===== src/rtl/keyed_wdt_pkg.sv =====
package keyed_wdt_pkg;
    localparam int DATA_W = 16;
    localparam int ADDR_W = 1;
    localparam int TOUT_W = 8;
    localparam int TOUT_LSB = 8;

    // Control word bit positions
    localparam int BIT_LPF = 0;
    localparam int BIT_DBGF = 1;
    localparam int BIT_EN = 2;
    localparam int BIT_EXPRST = 3;
    localparam int BIT_SWRST = 4;
    localparam int BIT_EXPIRED = 5;

    localparam logic [ADDR_W-1:0] ADDR_CTRL = 1'b0;
    localparam logic [ADDR_W-1:0] ADDR_SVC = 1'b1;

    localparam logic [DATA_W-1:0] KEY_FIRST = 16'h5555;
    localparam logic [DATA_W-1:0] KEY_SECOND = 16'hAAAA;

    localparam logic [TOUT_W-1:0] TOUT_RESET = 8'hFF;

    typedef enum logic {
        KEY_IDLE,
        KEY_ARMED
    } key_st_t;

    typedef enum logic [1:0] {
        CORE_OFF,
        CORE_COUNT,
        CORE_FIRE,
        CORE_HALT
    } core_st_t;
endpackage


===== src/rtl/keyed_wdt_key.sv =====
module keyed_wdt_key
    import keyed_wdt_pkg::*;
(
    input  logic              clk,
    input  logic              rst_n,
    input  logic              wr_i,
    input  logic [DATA_W-1:0] wdata_i,
    output logic              svc_o,
    output logic              armed_o
);
    key_st_t st, nxt;
    logic    is_first, is_second;

    assign is_first  = (wdata_i == KEY_FIRST);
    assign is_second = (wdata_i == KEY_SECOND);

    always_comb begin
        nxt = st;
        if (wr_i) begin
            unique case (st)
                KEY_IDLE:  nxt = is_first ? KEY_ARMED : KEY_IDLE;
                KEY_ARMED: nxt = is_first ? KEY_ARMED : KEY_IDLE;
                default:   nxt = KEY_IDLE;
            endcase
        end
    end

    always_ff @(posedge clk) begin
        if (!rst_n) st <= KEY_IDLE;
        else        st <= nxt;
    end

    always_comb begin
        svc_o   = 1'b0;
        armed_o = 1'b0;
        unique case (st)
            KEY_IDLE:  armed_o = 1'b0;
            KEY_ARMED: begin
                armed_o = 1'b1;
                svc_o   = wr_i && is_second;
            end
            default:   armed_o = 1'b0;
        endcase
    end

    AST_KEY_PAIR_CLEARS: assert property (@(posedge clk) disable iff (!rst_n)
        svc_o |=> !armed_o);
    AST_KEY_FIRST_ARMS: assert property (@(posedge clk) disable iff (!rst_n)
        (wr_i && is_first) |=> armed_o);
    AST_KEY_FOREIGN_DROPS: assert property (@(posedge clk) disable iff (!rst_n)
        (wr_i && !is_first && !is_second) |=> !armed_o);
endmodule


===== src/rtl/keyed_wdt_ctrl.sv =====
module keyed_wdt_ctrl
    import keyed_wdt_pkg::*;
(
    input  logic              clk,
    input  logic              rst_n,
    input  logic              wr_i,
    input  logic [DATA_W-1:0] wdata_i,
    input  logic              expired_i,
    output logic [TOUT_W-1:0] tout_o,
    output logic              en_o,
    output logic              exp_rst_en_o,
    output logic              dbg_frz_o,
    output logic              lp_frz_o,
    output logic              sw_rst_o,
    output logic [DATA_W-1:0] rd_word_o
);
    logic [TOUT_W-1:0] tout_q;
    logic              en_q, exp_rst_q, dbg_q, lp_q;
    logic              unused_ctrl_bits;

    assign unused_ctrl_bits = ^wdata_i[7:6] ^ wdata_i[BIT_EXPIRED];

    always_ff @(posedge clk) begin
        if (!rst_n) begin
            tout_q    <= TOUT_RESET;
            en_q      <= 1'b0;
            exp_rst_q <= 1'b1;
            dbg_q     <= 1'b0;
            lp_q      <= 1'b0;
        end else if (wr_i) begin
            tout_q    <= wdata_i[TOUT_LSB +: TOUT_W];
            en_q      <= en_q | wdata_i[BIT_EN];
            exp_rst_q <= wdata_i[BIT_EXPRST];
            dbg_q     <= wdata_i[BIT_DBGF];
            lp_q      <= wdata_i[BIT_LPF];
        end
    end

    always_comb begin
        tout_o       = tout_q;
        en_o         = en_q;
        exp_rst_en_o = exp_rst_q;
        dbg_frz_o    = dbg_q;
        lp_frz_o     = lp_q;
        sw_rst_o     = wr_i & wdata_i[BIT_SWRST];
        rd_word_o    = '0;
        rd_word_o[TOUT_LSB +: TOUT_W] = tout_q;
        rd_word_o[BIT_EXPIRED]        = expired_i;
        rd_word_o[BIT_EXPRST]         = exp_rst_q;
        rd_word_o[BIT_EN]             = en_q;
        rd_word_o[BIT_DBGF]           = dbg_q;
        rd_word_o[BIT_LPF]            = lp_q;
    end

    AST_EN_STICKY: assert property (@(posedge clk) disable iff (!rst_n)
        en_q |=> en_q);
    AST_TOUT_ONLY_BY_WRITE: assert property (@(posedge clk) disable iff (!rst_n)
        !wr_i |=> $stable(tout_q));
endmodule


===== src/rtl/keyed_wdt_core.sv =====
module keyed_wdt_core
    import keyed_wdt_pkg::*;
#(
    parameter int TICK_CLKS  = 16_000_000,
    parameter int PULSE_CLKS = 16
) (
    input  logic              clk,
    input  logic              rst_n,
    input  logic              en_i,
    input  logic [TOUT_W-1:0] tout_i,
    input  logic              exp_rst_en_i,
    input  logic              dbg_frz_i,
    input  logic              lp_frz_i,
    input  logic              dbg_halt_i,
    input  logic              lp_mode_i,
    input  logic              reload_i,
    input  logic              sw_rst_i,
    output logic              rst_o,
    output logic              expired_o
);
    localparam int PRE_W = (TICK_CLKS > 1) ? $clog2(TICK_CLKS) : 1;
    localparam int PCW   = (PULSE_CLKS > 1) ? $clog2(PULSE_CLKS) : 1;
    localparam logic [PRE_W-1:0] PRE_LAST   = PRE_W'(TICK_CLKS - 1);
    localparam logic [PCW-1:0]   PULSE_LAST = PCW'(PULSE_CLKS - 1);

    core_st_t          st, nxt;
    logic [PRE_W-1:0]  pre;
    logic [TOUT_W-1:0] cnt;
    logic [PCW-1:0]    pcnt;
    logic              expired_q;
    logic              frozen, tick, expire;

    assign frozen = (dbg_frz_i & dbg_halt_i) | (lp_frz_i & lp_mode_i);
    assign tick   = (st == CORE_COUNT) && !frozen && (pre == PRE_LAST);
    assign expire = tick && (cnt == '0) && !reload_i && !sw_rst_i;

    // Next-state logic
    always_comb begin
        nxt = st;
        unique case (st)
            CORE_OFF: begin
                if (sw_rst_i)  nxt = CORE_FIRE;
                else if (en_i) nxt = CORE_COUNT;
            end
            CORE_COUNT: begin
                if (sw_rst_i)    nxt = CORE_FIRE;
                else if (expire) nxt = exp_rst_en_i ? CORE_FIRE : CORE_HALT;
            end
            CORE_FIRE: begin
                if (pcnt == PULSE_LAST) nxt = CORE_HALT;
            end
            CORE_HALT: nxt = CORE_HALT;
            default:   nxt = CORE_OFF;
        endcase
    end

    // State register
    always_ff @(posedge clk) begin
        if (!rst_n) st <= CORE_OFF;
        else        st <= nxt;
    end

    // Datapath registers
    always_ff @(posedge clk) begin
        if (!rst_n) begin
            pre       <= '0;
            cnt       <= '0;
            pcnt      <= '0;
            expired_q <= 1'b0;
        end else begin
            unique case (st)
                CORE_OFF: begin
                    pcnt <= '0;
                    if (nxt == CORE_COUNT) begin
                        cnt <= tout_i;
                        pre <= '0;
                    end
                end
                CORE_COUNT: begin
                    pcnt <= '0;
                    if (expire) begin
                        expired_q <= 1'b1;
                    end else if (reload_i) begin
                        cnt <= tout_i;
                        pre <= '0;
                    end else if (!frozen) begin
                        if (pre == PRE_LAST) begin
                            pre <= '0;
                            cnt <= cnt - 1'b1;
                        end else begin
                            pre <= pre + 1'b1;
                        end
                    end
                end
                CORE_FIRE: pcnt <= pcnt + 1'b1;
                CORE_HALT: pcnt <= '0;
                default:   pcnt <= '0;
            endcase
        end
    end

    // Outputs
    always_comb begin
        rst_o     = 1'b0;
        expired_o = expired_q;
        unique case (st)
            CORE_FIRE: rst_o = 1'b1;
            default:   rst_o = 1'b0;
        endcase
    end

    AST_EXPIRE_AT_ZERO: assert property (@(posedge clk) disable iff (!rst_n)
        (st == CORE_COUNT && nxt != CORE_COUNT && !sw_rst_i) |-> (cnt == '0 && pre == PRE_LAST));
    AST_RELOAD_LOADS: assert property (@(posedge clk) disable iff (!rst_n)
        (st == CORE_COUNT && reload_i && !sw_rst_i && !expire) |=> (cnt == $past(tout_i) && pre == '0));
    AST_FROZEN_HOLDS: assert property (@(posedge clk) disable iff (!rst_n)
        (st == CORE_COUNT && frozen && !reload_i && !sw_rst_i) |=> ($stable(cnt) && $stable(pre)));
    AST_PULSE_HELD: assert property (@(posedge clk) disable iff (!rst_n)
        (st == CORE_FIRE && pcnt != PULSE_LAST) |=> rst_o);
    AST_HALT_TERMINAL: assert property (@(posedge clk) disable iff (!rst_n)
        (st == CORE_HALT) |=> (st == CORE_HALT && !rst_o));
endmodule


===== src/rtl/keyed_wdt.sv =====
module keyed_wdt
    import keyed_wdt_pkg::*;
#(
    parameter int TICK_CLKS  = 16_000_000,
    parameter int PULSE_CLKS = 16
) (
    input  logic              clk,
    input  logic              rst_n,
    input  logic              bus_wr,
    input  logic [ADDR_W-1:0] bus_addr,
    input  logic [DATA_W-1:0] bus_wdata,
    output logic [DATA_W-1:0] bus_rdata,
    input  logic              dbg_halt,
    input  logic              lp_mode,
    output logic              wdt_rst_out
);
    logic              ctrl_wr, svc_wr;
    logic              svc, armed;
    logic [TOUT_W-1:0] tout;
    logic              en, exp_rst_en, dbg_frz, lp_frz, sw_rst, expired;
    logic [DATA_W-1:0] ctrl_word;

    assign ctrl_wr = bus_wr && (bus_addr == ADDR_CTRL);
    assign svc_wr  = bus_wr && (bus_addr == ADDR_SVC);

    keyed_wdt_key u_key (
        .clk     (clk),
        .rst_n   (rst_n),
        .wr_i    (svc_wr),
        .wdata_i (bus_wdata),
        .svc_o   (svc),
        .armed_o (armed)
    );

    keyed_wdt_ctrl u_ctrl (
        .clk          (clk),
        .rst_n        (rst_n),
        .wr_i         (ctrl_wr),
        .wdata_i      (bus_wdata),
        .expired_i    (expired),
        .tout_o       (tout),
        .en_o         (en),
        .exp_rst_en_o (exp_rst_en),
        .dbg_frz_o    (dbg_frz),
        .lp_frz_o     (lp_frz),
        .sw_rst_o     (sw_rst),
        .rd_word_o    (ctrl_word)
    );

    keyed_wdt_core #(
        .TICK_CLKS  (TICK_CLKS),
        .PULSE_CLKS (PULSE_CLKS)
    ) u_core (
        .clk          (clk),
        .rst_n        (rst_n),
        .en_i         (en),
        .tout_i       (tout),
        .exp_rst_en_i (exp_rst_en),
        .dbg_frz_i    (dbg_frz),
        .lp_frz_i     (lp_frz),
        .dbg_halt_i   (dbg_halt),
        .lp_mode_i    (lp_mode),
        .reload_i     (svc),
        .sw_rst_i     (sw_rst),
        .rst_o        (wdt_rst_out),
        .expired_o    (expired)
    );

    always_comb begin
        bus_rdata = '0;
        unique case (bus_addr)
            ADDR_CTRL: bus_rdata = ctrl_word;
            ADDR_SVC:  bus_rdata[0] = armed;
            default:   bus_rdata = '0;
        endcase
    end

    AST_NO_PULSE_WHILE_OFF: assert property (@(posedge clk) disable iff (!rst_n)
        (!en && !sw_rst && !wdt_rst_out) |=> !wdt_rst_out);
endmodule


===== config.mk =====
export PLATFORM = sky130hd
export DESIGN_NAME = keyed_wdt
export DESIGN_NICKNAME = d
export VERILOG_FILES = /design/src/rtl/keyed_wdt_pkg.sv /design/src/rtl/keyed_wdt_key.sv /design/src/rtl/keyed_wdt_ctrl.sv /design/src/rtl/keyed_wdt_core.sv /design/src/rtl/keyed_wdt.sv
export SDC_FILE = /design/constraint.sdc
export NUM_CORES = 1
export LEC_CHECK = 0
export ABC_AREA = 1
export BUFFER_PORTS_ARGS = -buffer_cell sky130_fd_sc_hd__buf_4
export CORE_UTILIZATION = 59
export DETAILED_ROUTE_END_ITERATION = 16
export PLACE_DENSITY = 0.81
export SLEW_MARGIN = 10
export SYNTH_ARGS = -nofsm -noshare
export SYNTH_HDL_FRONTEND = slang
export SYNTH_SLANG_ARGS = --single-unit
export TNS_END_PERCENT = 50

===== constraint.sdc =====
create_clock -name clk -period 2.7 [get_ports clk]
set_input_delay 0 -clock clk [delete_from_list [all_inputs] [get_ports clk]]
set_output_delay 0 -clock clk [all_outputs]
set_load 0.005 [all_outputs]

==> impl_metrics.tcl <==
set metrics [dict create \
    setup_viol 0 \
    dp.cells 612 \
    cts_buffers 5 \
    yosysWarnings 0 \
    status "finished, final reports clean" \
    fp.dieH_um 77.2 \
    crit_path_end_kind "flip-flop" \
    top_layer "met4" \
    cap_violations 0 \
    power.leakage_nw 1.60 \
    insertion_delay_ns 0.32 \
    pre_cts_ws_ns 0.371 \
    cts_root_buffer "clkbuf_8" \
    holdPathStages 3 \
    postCtsSetupRepairBufs 0 \
    path_class "in -> reg" \
    critical_path_arrival_ns 2.86 \
    viasPerCell 5.36 \
    synth_top_flop_cell "dfxtp_1" \
    hold_viol 0 \
    portBuffers 35 \
    met3_length_um 529 \
    synth_edf_count 0 \
    row_count 27 \
    antenna_found_initial 0 \
    fin_crit_ns 2.60 \
    ir_worst_vdd_mv 0.254 \
    synth.area.top_cells "dfxtp_1 31%, nand2_1 15%, nor2_1 9.0%" \
    drc 0 \
    synth_cell_type_count 34 \
    async_reset_ff_share_pct 0 \
    rr_worst_depth 12 \
    wl_per_cell_um 13.5 \
    placed_cell_area_um2 3620 \
    cts_tree "yes" \
    hp-start "bus_wdata[1]" \
    hp-class "in -> reg" \
    worstPathMaxFanout 3 \
    grt_max_degree 31 \
    postSynthAreaPerCell_um2 6.48 \
    core_um2 5470 \
    diodes 0 \
    area_growth_pct 16.3 \
    finalInstanceArea_um2 3880 \
    firstDrtPassIters 5 \
    cts_sinks 52 \
    dr_wl_met2_um 3880 \
    start_kind "input port" \
    dieArea_um2 5960 \
    grt_pass1_vias 3101 \
    start_util_pct 61.0 \
    rr_endpoint "u_core.pre[17]$_SDFFE_PN0P_" \
    yosysMostFrequentCell "nand2_1" \
    syn_area_um2 3340 \
    hold_end "u_ctrl.dbg_frz_o$_SDFFE_PN0P_" \
    r2r_slack_ns 0.33 \
    yosysSeqAreaShare_pct 31.2 \
    worstPathRequired_ns 2.96 \
    setup_tns_ns 0 \
    clkTransAtPathRegs_ns 0.10 \
    synth_top_area_share_pct 31.2 \
    synthTopCellsByCount "130 x nand2_1, 80 x nor2_1, 64 x inv_1" \
    regToRegStartpoint "u_core.pre[0]$_SDFFE_PN0P_" \
    hpwl_um 5950 \
    fin_nets 586 \
    cts_max_path_buffers 2 \
    place_congestion 0.940 \
    period_share_pct 96.2 \
    drv_slew 0 \
    post-synth-top-area-cell "dfxtp_1" \
    max_freq_ghz 0.385 \
    grt-ovfl-total 0 \
    ys_ff_latch 52 \
    via_count 3395 \
    ant_nets 0 \
    drt-total-wl_um 8540 \
    pin_count 39 \
    setup_ws_ns 0.102 \
    htreeDepth 2 \
    grt_pass1_wl_um 14400 \
    rsz0062_at_grt "false" \
    drt-met1-wl_um 4000 \
    skew_ns 0.0177 \
    layout-drive-gt1-share_pct 14.6 \
    synthCells 515 \
    die_w_um 77.2 \
    drtIter0Drc 256 \
    final_cells 633 \
    grt_usage_pct 29.9 \
    p_per_area_nw_per_um2 455 \
]
-- cell type report --
class,count,area [um2]
tap,72,90.1
multi-input combinational,379,1940
clock inverter,2,38.8
sequential,52,1040
timing repair buffer,52,423
clock buffer,6,82.6
fill,480,1590
inverter,70,263
-- critical path, stage by stage --
cell and delay, ns:
dlygate4sd3_1 0.54, buf_4 0.15, nor4_2 0.25, dlygate4sd3_1 0.57, nand4_1 0.09, dlygate4sd3_1 0.58
a21oi_1 0.12, dlygate4sd3_1 0.55
-- state kept, by name, indices dropped and copies added (netlist names), 2 cells and up --
name / cells
u_core.cnt: 8
u_core.pcnt: 4
u_core.pre: 24
u_core.st: 2
u_ctrl.tout_o: 8
-- cell families (layout without fill, tap and decap cells) --
group / count (synthesis) / after routing / share of synthesized area, %
XOR/XNOR: 20 / 20 / 5.25
adder cells (fa/ha/maj): 4 / 4 / 1.50
flip-flops: 52 / 52 / 31.2
AO/OA/AOI/OAI: 60 / 60 / 11.3
buffers and inverters: 86 / 130 / 11.0
AND/OR/NAND/NOR: 292 / 292 / 39.7
other: 1 / 3 / 0.112
-- worst max path at each step --
stage,from,depth (start not counted),slack [ns],end
global route,bus_wdata[5],8,0.02,u_key.st$_SDFFE_PN0N_
finish,bus_wdata[5],8,0.10,u_key.st$_SDFFE_PN0N_
CTS,bus_wdata[5],8,0.15,u_key.st$_SDFFE_PN0N_
global placement,u_core.pre[0]$_SDFFE_PN0P_,12,0.45,u_core.pre[21]$_SDFFE_PN0P_
detailed placement,u_core.pre[0]$_SDFFE_PN0P_,12,0.37,u_core.pre[5]$_SDFFE_PN0P_
floorplan,u_core.pre[0]$_SDFFE_PN0P_,13,0.76,u_core.cnt[4]$_SDFFE_PN0P_
-- through the flow --
| step | util (%) | power [mW] | hold WS, ns |
|---|---|---|---|
| after floorplan | - | 1.09 | 0.0311 |
| after global placement | 66.2 | 1.18 | 0.245 |
| after detailed placement | 66.2 | 1.19 | 0.251 |
| after CTS | 70.8 | 1.76 | 0.00419 |
| after global routing | 70.9 | 1.85 | 0.0242 |
| final | 70.9 | 1.77 | 0.0147 |
-- layout by cell type (no fill, tap or decap), types with 6 or more instances in the layout --
master	n
nand2_1	130
dfxtp_1	52
nor2_1	80
nand3_1	21
a21oi_2	10
clkbuf_8	6
o21bai_1	6
a21oi_1	17
buf_4	39
o211ai_1	9
nor3_1	14
nand2_2	11
nand4_1	19
dlygate4sd3_1	13
inv_1	64
xor2_1	18
o21ai_0	16
-- per-layer routing --
layer	global-route usage [%]	vias to the layer above
met3	3.93	12
met5	0	-
met4	8.49	0
met2	49.1	124
met1	40.7	1539
li1	-	1720
-- power breakdown --
part           internal [mW]  switching, mW
Clock                  0.304          0.272
Sequential             0.807         0.0343
Combinational          0.136          0.213
-- timing repair --
item                                    in CTS  in global routing
endpoints found under the hold margin       10                  0
hold buffers                                13                  0
gates resized for setup                      0                  1
endpoints found under the setup margin       0                  1
Power figures use the tool's default switching activity.
